[config.mk]
export PLATFORM = sky130hd
export DESIGN_NAME = pwm_bank
export DESIGN_NICKNAME = d
export VERILOG_FILES = /design/src/rtl/pwm_bank_pkg.sv /design/src/rtl/pwm_bank_regs.sv /design/src/rtl/pwm_bank_chan.sv /design/src/rtl/pwm_bank.sv
export SDC_FILE = /design/constraint.sdc
export NUM_CORES = 2
export LEC_CHECK = 0
export CELL_PAD_IN_SITES_DETAIL_PLACEMENT = 1
export CELL_PAD_IN_SITES_GLOBAL_PLACEMENT = 1
export CORE_UTILIZATION = 45
export CTS_BUF_LIST = sky130_fd_sc_hd__clkbuf_8
export DETAILED_ROUTE_END_ITERATION = 10
export PLACE_DENSITY = 0.76
export REMOVE_ABC_BUFFERS = 1
export SETUP_SLACK_MARGIN = 0.4
export SYNTH_ARGS = -nofsm -noshare
export SYNTH_HDL_FRONTEND = slang
export SYNTH_SLANG_ARGS = --single-unit
[constraint.sdc]
create_clock -name clk -period 4.7 [get_ports clk]
set_input_delay 0.705 -clock clk [delete_from_list [all_inputs] [get_ports clk]]
set_output_delay 0.705 -clock clk [all_outputs]
set_load 0.05 [all_outputs]
[src/rtl/pwm_bank_pkg.sv]
package pwm_bank_pkg;
  parameter int CNT_W = 24;
  parameter int PRE_W = 3;
  parameter int DW    = 32;
  parameter int GRP   = 8;   // bit stride between control groups

  typedef struct packed {
    logic [PRE_W-1:0] pre;
    logic [CNT_W-1:0] per;
    logic [CNT_W-1:0] high;
    logic             pol;
  } chan_cfg_t;
endpackage

[src/rtl/pwm_bank_regs.sv]
module pwm_bank_regs
  import pwm_bank_pkg::*;
#(
  parameter int NCH    = 6,
  parameter int ADDR_W = 8
) (
  input  logic              clk,
  input  logic              rst,
  input  logic              wr_en,
  input  logic [ADDR_W-1:0] addr,
  input  logic [DW-1:0]     wdata,
  output logic [DW-1:0]     rdata,
  output logic [NCH-1:0]    trig,
  output logic [NCH-1:0]    pol,
  output logic [NCH-1:0]    otype,
  output logic [NCH-1:0]    smooth,
  output chan_cfg_t         shadow [NCH]
);
  localparam int CTRL_A  = 0;
  localparam int PRE_A   = 4;
  localparam int CH_BASE = 8;
  localparam int CH_STEP = 8;
  localparam int PRE_STEP = 4;

  logic [PRE_W-1:0] pre_r  [NCH];
  logic [CNT_W-1:0] per_r  [NCH];
  logic [CNT_W-1:0] high_r [NCH];
  logic [DW-1:0]    rd_nxt;

  wire wr_ctrl = wr_en && (addr == ADDR_W'(CTRL_A));
  wire wr_pre  = wr_en && (addr == ADDR_W'(PRE_A));

  always_ff @(posedge clk) begin
    if (rst) begin
      trig <= '0; pol <= '0; otype <= '0; smooth <= '0;
    end else if (wr_ctrl) begin
      trig   <= wdata[0*GRP +: NCH];
      pol    <= wdata[1*GRP +: NCH];
      otype  <= wdata[2*GRP +: NCH];
      smooth <= wdata[3*GRP +: NCH];
    end
  end

  for (genvar c = 0; c < NCH; c++) begin : g_ch
    wire wr_per  = wr_en && (addr == ADDR_W'(CH_BASE + CH_STEP*c));
    wire wr_high = wr_en && (addr == ADDR_W'(CH_BASE + CH_STEP*c + 4));

    always_ff @(posedge clk) begin
      if (rst) begin
        pre_r[c]  <= '0;
        per_r[c]  <= '0;
        high_r[c] <= '0;
      end else begin
        if (wr_pre)  pre_r[c]  <= wdata[PRE_STEP*c +: PRE_W];
        if (wr_per)  per_r[c]  <= wdata[CNT_W-1:0];
        if (wr_high) high_r[c] <= wdata[CNT_W-1:0];
      end
    end

    always_comb begin
      shadow[c].pre  = pre_r[c];
      shadow[c].per  = per_r[c];
      shadow[c].high = high_r[c];
      shadow[c].pol  = pol[c];
    end
  end

  always_comb begin
    rd_nxt = '0;
    if (addr == ADDR_W'(CTRL_A)) begin
      rd_nxt[0*GRP +: NCH] = trig;
      rd_nxt[1*GRP +: NCH] = pol;
      rd_nxt[2*GRP +: NCH] = otype;
      rd_nxt[3*GRP +: NCH] = smooth;
    end
    for (int c = 0; c < NCH; c++) begin
      if (addr == ADDR_W'(PRE_A))
        rd_nxt[PRE_STEP*c +: PRE_W] = pre_r[c];
      if (addr == ADDR_W'(CH_BASE + CH_STEP*c))
        rd_nxt = DW'(per_r[c]);
      if (addr == ADDR_W'(CH_BASE + CH_STEP*c + 4))
        rd_nxt = DW'(high_r[c]);
    end
  end

  always_ff @(posedge clk) begin
    if (rst) rdata <= '0;
    else     rdata <= rd_nxt;
  end
endmodule

[src/rtl/pwm_bank_chan.sv]
module pwm_bank_chan
  import pwm_bank_pkg::*;
#(
  parameter int SETTLE_CYC = 20
) (
  input  logic      clk,
  input  logic      rst,
  input  chan_cfg_t shadow,
  input  logic      trig,
  input  logic      smooth,
  input  logic      otype,
  output logic      pin_q,
  output logic      oe_q
);
  localparam int SW = $clog2(SETTLE_CYC + 1);

  chan_cfg_t        act;
  logic             trig_d;
  logic             pend_s;
  logic [SW-1:0]    settle;
  logic [PRE_W-1:0] pcnt;
  logic [CNT_W-1:0] cnt;
  logic             level;

  wire              rise     = trig & ~trig_d;
  wire              tick     = (pcnt == act.pre);
  wire [CNT_W:0]    nxt      = {1'b0, cnt} + 1'b1;
  wire              boundary = tick && (nxt >= {1'b0, act.per});
  wire              commit   = (settle == SW'(1)) || (pend_s && boundary);
  wire              forced   = ~smooth & ~trig;
  wire              active   = (act.per >= CNT_W'(2)) && (cnt < act.high);

  // commit scheduling
  always_ff @(posedge clk) begin
    if (rst) begin
      trig_d <= 1'b0;
      pend_s <= 1'b0;
      settle <= '0;
    end else begin
      trig_d <= trig;
      if (rise) begin
        pend_s <= smooth;
        settle <= smooth ? '0 : SW'(SETTLE_CYC);
      end else if (commit) begin
        pend_s <= 1'b0;
        settle <= '0;
      end else if (settle != '0) begin
        settle <= settle - 1'b1;
      end
    end
  end

  // active copy and waveform counters
  always_ff @(posedge clk) begin
    if (rst) begin
      act  <= '0;
      pcnt <= '0;
      cnt  <= '0;
    end else if (commit) begin
      act  <= shadow;
      pcnt <= '0;
      cnt  <= '0;
    end else if (tick) begin
      pcnt <= '0;
      cnt  <= boundary ? '0 : nxt[CNT_W-1:0];
    end else begin
      pcnt <= pcnt + 1'b1;
    end
  end

  always_comb level = forced ? 1'b1 : (act.pol ? active : ~active);

  always_ff @(posedge clk) begin
    if (rst) begin
      pin_q <= 1'b1;
      oe_q  <= 1'b0;
    end else begin
      pin_q <= level;
      oe_q  <= otype | ~level;
    end
  end
endmodule

[src/rtl/pwm_bank.sv]
module pwm_bank
  import pwm_bank_pkg::*;
#(
  parameter int NCH        = 6,
  parameter int ADDR_W     = 8,
  parameter int SETTLE_CYC = 20
) (
  input  logic              clk,
  input  logic              rst,
  input  logic              wr_en,
  input  logic [ADDR_W-1:0] addr,
  input  logic [31:0]       wdata,
  output logic [31:0]       rdata,
  output logic [NCH-1:0]    pwm_out,
  output logic [NCH-1:0]    pwm_oe
);
  logic [NCH-1:0] ctrl_trig, ctrl_pol, ctrl_type, ctrl_smooth;
  chan_cfg_t      shadow [NCH];

  pwm_bank_regs #(.NCH(NCH), .ADDR_W(ADDR_W)) u_regs (
    .clk(clk), .rst(rst), .wr_en(wr_en), .addr(addr), .wdata(wdata),
    .rdata(rdata), .trig(ctrl_trig), .pol(ctrl_pol), .otype(ctrl_type),
    .smooth(ctrl_smooth), .shadow(shadow)
  );

  for (genvar c = 0; c < NCH; c++) begin : g_chan
    pwm_bank_chan #(.SETTLE_CYC(SETTLE_CYC)) u_chan (
      .clk(clk), .rst(rst), .shadow(shadow[c]),
      .trig(ctrl_trig[c]), .smooth(ctrl_smooth[c]), .otype(ctrl_type[c]),
      .pin_q(pwm_out[c]), .oe_q(pwm_oe[c])
    );
  end
endmodule

# --- After elaboration in Yosys (flattened, before gate mapping) ---
# Memories as Yosys holds them, arrays and structs flattened.
# Cells that the tools add are included.
word_totals:
  ramBits: 306
  latch_bits: 0
  elab_cells: 409
  reg_bits: 584
  memories: 3
  romBits: 0
memory_table:
  columns: ["memory", "depth", "width", "rd", "rd_clocked_by_memory_dff", "wr", "line_no", "text"]
  rows:
  - ["u_regs.high_r", 6, 24, 6, 0, 6, "pwm_bank_regs.sv:27", "logic [CNT_W-1:0] high_r [NCH];"]
  - ["u_regs.per_r", 6, 24, 6, 0, 6, "pwm_bank_regs.sv:26", "logic [CNT_W-1:0] per_r [NCH];"]
  - ["u_regs.pre_r", 6, 3, 6, 0, 6, "pwm_bank_regs.sv:25", "logic [PRE_W-1:0] pre_r [NCH];"]
classes:
  shifts: 0
  add_sub_neg: 18
  n_mux: 134
  bitwise: 67
  mul: 0
  magnitude_cmp: 18
  n_eq_ne: 25
  n_reduce_logical: 71
  n_div: 0
ops:
  columns: ["operator", "count"]
  rows:
  - ["$mux 24", 30]
  - ["$add 24x1->25 const B", 6]
  - ["$ge 25x24->1", 6]
  - ["$ge 24x2->1 const B", 6]
  - ["$lt 24x24->1", 6]
  - ["$mux 5", 24]
  - ["$mux 1", 65]
  - ["$eq 8x6->1 const B", 6]
  - ["$mux 3", 12]
  - ["$eq 8x5->1 const B", 4]
  - ["$logic_and 1x1->1", 32]
  - ["$not 1->1", 31]
  - ["$eq 5x1->1 const B", 6]
  - ["$reduce_bool 5->1", 6]
  - ["$sub 5x1->5 const B", 6]
  - ["$or 1x1->1", 24]
  - ["$add 3x1->3 const B", 6]
  - ["$eq 3x3->1", 6]
  - ["$mux 6", 3]
  - ["$reduce_bool 3->1", 6]
  - ["$reduce_or 3->1", 6]
  - ["$eq 8x4->1 const B", 2]
  - ["$reduce_or 14->1", 1]
  - ["$and 1x1->1", 12]
  - ["6 further kinds", 21]

# --- Longest topological paths before layout ---
logic_depth:
  word_depth: 20
  ltp_mapped: 19
  depth_no_buf: 16

# --- Hierarchy ---
# From an unflattened synthesis, not the netlist that was laid out.
unflattened:
  hier_cells: 5142
  area_unflattened_um2: 48699.2
modules_own_cells:
  columns: ["module", "instances", "area_per_inst_um2", "cells_each"]
  rows:
  - ["pwm_bank_chan at g_chan[1].u_chan ...", 3, 5616.6, 657]
  - ["pwm_bank_regs", 1, 16644.7, 1418]
  - ["pwm_bank_chan at g_chan[4].u_chan", 1, 5303.8, 654]
  - ["pwm_bank_chan at g_chan[5].u_chan", 1, 5054.8, 557]
  - ["pwm_bank_chan at g_chan[0].u_chan", 1, 4845.9, 542]

# --- Least setup slack after synthesis ---
# OpenSTA, ideal clock, no wires.
synth_path:
  path_type: "reg2reg"
  start: "reg g_chan[2].u_chan.cnt[2]"
  end: "reg g_chan[2].u_chan.cnt[13]"
  arrival_ns: 3.774
  period_less_slack_ns: 3.848
  slack_ns: 0.852
  path_stages_with_launch: 17
  required_ns: 4.626
  path_cell_list: "dfxtp_1 and3_1 and3_1 nand3_1 nor3_1 nand3_1 xnor2_1 ha_1 nand4_1 nor3_1 a2111oi_0 nand3_1 o2111a_1 a2111oi_4 buf_4 nand3b_1 a31oi_1"
synth_between:
  elab_chain_cells: 6
  word_cells_on_any_way: 7
synth_lines:
  columns: ["item", "line_no", "text"]
  rows:
  - ["start: declaration", "pwm_bank_chan.sv:22", "logic [CNT_W-1:0] cnt;"]
  - ["start signal: assignment", "pwm_bank_chan.sv:65", "cnt <= boundary ? '0 : nxt[CNT_W-1:0];"]
  - ["$add 24x1->25 (*)", "pwm_bank_chan.sv:27", "wire [CNT_W:0] nxt = {1'b0, cnt} + 1'b1;"]
  - ["$ge 25x24->1", "pwm_bank_chan.sv:28", "wire boundary = tick && (nxt >= {1'b0, act.per});"]
  - ["$logic_and 1x1->1", "pwm_bank_chan.sv:28", null]
  - ["$logic_and 1x1->1", "pwm_bank_chan.sv:29", "wire commit = (settle == SW'(1)) || (pend_s && boundary);"]
  - ["$logic_or 1x1->1", "pwm_bank_chan.sv:29", null]
  - ["$reduce_or 2->1 (no line)", null, null]
# Mark *: on every way between the ends. The rest lies on a longest branch, timed or not.
# A chain may end at the register's enable or synchronous reset.

# --- Worst setup path in the final report ---
layout_path:
  start: "reg g_chan[5].u_chan.cnt[1]"
  end: "reg g_chan[5].u_chan.settle[2]"
layout_between:
  elab_chain_cells: 7
  word_cells_on_any_way: 8
layout_lines:
  columns: ["item", "line_no", "text"]
  rows:
  - ["start: declaration", "pwm_bank_chan.sv:22", null]
  - ["start signal: assignment", "pwm_bank_chan.sv:65", null]
  - ["$add 24x1->25 (*)", "pwm_bank_chan.sv:27", null]
  - ["$ge 25x24->1 (*)", "pwm_bank_chan.sv:28", null]
  - ["$logic_and 1x1->1 (*)", "pwm_bank_chan.sv:28", null]
  - ["$logic_and 1x1->1 (*)", "pwm_bank_chan.sv:29", null]
  - ["$logic_or 1x1->1 (*)", "pwm_bank_chan.sv:29", null]
  - ["$mux 5", "pwm_bank_chan.sv:44", "end else if (commit) begin"]
  - ["$mux 5", "pwm_bank_chan.sv:41", "if (rise) begin"]
  - ["end signal: assignment", "pwm_bank_chan.sv:43", "settle <= smooth ? '0 : SW'(SETTLE_CYC);"]
  - ["end signal: assignment", "pwm_bank_chan.sv:48", "settle <= settle - 1'b1;"]
  - ["end: declaration", "pwm_bank_chan.sv:20", "logic [SW-1:0] settle;"]
# Marked as above.

==> flow_metrics.py <==
metrics = {
    "outcome": {
        "status": "finished, final reports clean",
    },
    "routing": {
        "antenna_left": 0,
        "finalWirelength_um": 161000,
        "via_per_inst": 6.00,
        "wl_per_cell_um": 25.8,
        "drc_errors": 0,
        "routed-via-count": 37400,
        "dr.pass1.iters": 6,
        "drt_iter0_drc": 3689,
    },
    "sta": {
        "max_freq_ghz": 0.241,
        "fin_skew_ps": 47.2,
        "finalHoldViolCount": 0,
        "slew_headroom": 0.137,
        "rsz0062_at_grt": "false",
        "slew_violations": 0,
        "worstMarginPinSlew_ps": 1290,
        "setup_violations": 0,
        "period_minus_slack_ps": 4150,
        "fin_crit_sh": 0.883,
    },
    "global_routing": {
        "antenna_found_initial": 16,
        "grt_max_degree": 112,
        "track_usage": 0.307,
        "gr-total-overflow": 0,
        "grt_pass1_vias": 37600,
        "grt_pass1_wl_um": 239000,
    },
    "placed_design": {
        "hpwl_um": 117000,
        "dp.cells": 5945,
        "port-buffer-count": 82,
        "place_congestion": 0.960,
    },
    "floorplanning": {
        "die_h_um": 321,
        "start_util": 0.456,
        "die_area_sq_um": 103000,
        "coreArea_sq_um": 100000,
        "num_rows": 116,
        "io_pins": 87,
        "die_w_um": 321,
    },
    "yosys": {
        "synth.cell_area_sq_um": 45800,
        "ys_seq_elements": 888,
        "synth_xor_area_frac": 0.0331,
        "synth_edf_count": 306,
        "synth-adder-area-share": 0.0836,
        "ys_dominant_reg_cell": "dfxtp_1",
        "muxShareOfSynthArea": 0.0281,
        "synth_cell_type_count": 101,
        "synthMostInstantiatedCell": "dfxtp_1",
        "synth-compound-area-share": 0.150,
        "synth_top_family_by_area": "simple AND/OR/NAND/NOR gates",
        "synth.area.top_cells": "dfxtp_1 (25%), edfxtp_1 (20%), ha_1 (8.4%)",
        "yosys.area.top_type_share": 0.255,
        "synthTopCellsByCount": "dfxtp_1 (582), and2_1 (331), inv_1 (312)",
        "synth-simple-area-share": 0.194,
        "yosys.area.top_type": "dfxtp_1",
        "yosysWarningCount": 0,
        "post_synth.cell_area_avg_sq_um": 9.88,
        "async_flop_share": 0,
        "syn_inst": 4634,
        "seq_area_frac_synth": 0.455,
    },
    "clock_tree": {
        "ctsRootBufferMaster": "clkbuf_8",
        "cts_made_buffers": 152,
        "path_clk_slew_ps": 60,
        "cts_max_path_buffers": 3,
        "cts.sinks": 888,
        "h-tree-depth": 4,
        "insertion_delay_ps": 870,
        "ctsHoldBuffers": 0,
        "cts_tree": "done",
    },
    "layout": {
        "final.fill_count": 11200,
        "drive_above_1_share": 0.0977,
        "fin_cells": 6240,
        "fin_nets": 5102,
        "synthToLayoutAreaGrowth_pct": 12.8,
    },
    "power": {
        "peakVddDrop_mv": 0.279,
        "leakage_nw": 20.5,
        "p_sw_frac": 0.371,
        "design_power_total_mw": 24.9,
        "pwr-share-comb": 0.319,
        "power.internal_mw": 15.6,
        "p_clk_frac": 0.296,
        "seqPwrFrac": 0.385,
        "power_density_nw_per_um2": 482,
        "p_switching_mw": 9.22,
    },
    "critical_path": {
        "crit_required_ps": 5480,
        "crit_type": "reg2reg",
        "crit_fanout": 28,
        "critPathArrivalTime_ps": 4930,
        "end_kind": "flop",
        "start_kind": "flop",
    },
    "job": {
        "max_cap_viol_count": 0,
    },
    "hold_path": {
        "min_path_type": "in2reg",
    },
}
registers in the layout, summed over array words and instances, names as in the netlist, 18 cells and up:
signal / count
g_chan.u_chan.act: 312
g_chan.u_chan.cnt: 144
u_regs.high_r: 144
u_regs.per_r: 144
g_chan.u_chan.settle: 30
u_regs.rdata: 30
g_chan.u_chan.pcnt: 18
u_regs.pre_r: 18
kinds of logic (layout without fill, tap and decap cells):
family | count (synthesis) | in the layout
AO/OA/AOI/OAI | 948 | 949
other | 1 | 5
flip-flops | 888 | 888
buffers and inverters | 578 | 821
multiplexers | 127 | 127
XOR/XNOR | 173 | 173
AND/OR/NAND/NOR | 1613 | 1614
adder cells (fa/ha/maj) | 306 | 306
critical path, stage by stage, from the launching register on:
cell       delay (ps)
dfxtp_1           400
and4_2            300
or3b_1            450
nor2_2            190
and3_2            290
nand3_1           110
xnor2_1           230
ha_1              290
nand3_1            90
nor2_1             60
a31o_2            200
a41o_1            220
or2_4             280
a21o_1            220
a21oi_4           300
clkbuf_16         280
a31o_2            160
metal layers:
metal | part of all wire | GRT usage | vias up
li1 | - | - | 16900
met4 | 0.042 | 0.126 | 14
met1 | 0.43 | 0.417 | 18600
met3 | 0.086 | 0.0637 | 369
met5 | 0.00053 | 0 | -
met2 | 0.44 | 0.475 | 1580
power by group through the flow:
stage                     Clock, mW  Sequential (mW)  Combinational, mW
final                          7.37             9.57               7.92
after global routing           7.79             9.65               8.62
after CTS                      7.44             9.55               7.74
after detailed placement          0             9.69               7.62
after global placement            0             9.66               7.37
after floorplan                   0             9.37               4.99
cell usage in the layout, fill, tap and decap left out, types with 43 or more instances in the layout:
| master | instances |
|---|---|
| dfxtp_1 | 573 |
| inv_1 | 359 |
| and2_1 | 331 |
| edfxtp_1 | 306 |
| ha_1 | 303 |
| nand2_1 | 284 |
| nand2b_1 | 244 |
| a22o_1 | 227 |
| a21oi_1 | 195 |
| nor2_1 | 187 |
| clkbuf_8 | 179 |
| nand3_1 | 141 |
| buf_4 | 128 |
| mux2i_1 | 125 |
| xnor2_1 | 123 |
| o21ai_0 | 110 |
| nand4_1 | 79 |
| clkdlybuf4s50_1 | 79 |
| nor3_1 | 64 |
| a21o_1 | 62 |
| nor4_1 | 61 |
| and3_1 | 54 |
| a22oi_1 | 53 |
| xor2_1 | 43 |
final timing paths:
kind,endpoint,from,slack [ps],depth (start not counted)
setup / recovery,g_chan[5].u_chan.settle[2],g_chan[5].u_chan.cnt[1],550,16
hold / removal,u_regs.rdata[5],rst,350,2
setup reg to reg,g_chan[5].u_chan.settle[2],g_chan[5].u_chan.cnt[1],550,16
hold reg to reg,g_chan[0].u_chan.pcnt[0],g_chan[0].u_chan.pcnt[0],460,1
metrics by stage:
| stage | cell area, sq um | setup WS [ps] | utilization | TNS (ps) | hold slack [ps] |
|---|---|---|---|---|---|
| 2_1_floorplan | 44400 | -487 | - | -82120 | 430 |
| 3_5_place_dp | 48200 | 119 | 0.480 | 0 | 449 |
| 5_1_grt | 51600 | 371 | 0.514 | 0 | 356 |
| 4_1_cts | 51400 | 419 | 0.511 | 0 | 307 |
| 6_report | 51600 | 550 | 0.514 | 0 | 348 |
| 3_3_place_gp | 48200 | 309 | 0.480 | 0 | 443 |
cell type report:
type                    count  area (sq um)  share of cell area
inverters                 313          1170              0.0228
diodes                      3          7.51            0.000145
flip-flops and latches    888         20900               0.404
well taps                1357          1700              0.0329
clock inverters           102           678              0.0131
clock buffers             179          2460              0.0477
multi-input cells        3171         22600               0.439
repair buffers            227          2110              0.0408
timing repair:
item | CTS | global route
pin swaps | 2 | 6
endpoints found under the setup margin | 119 | 435
gates cloned | 0 | 4
buffers inserted | 5 | 2
gates resized for setup | 6 | 44
Note: power is estimated with default switching activity, not from simulation.
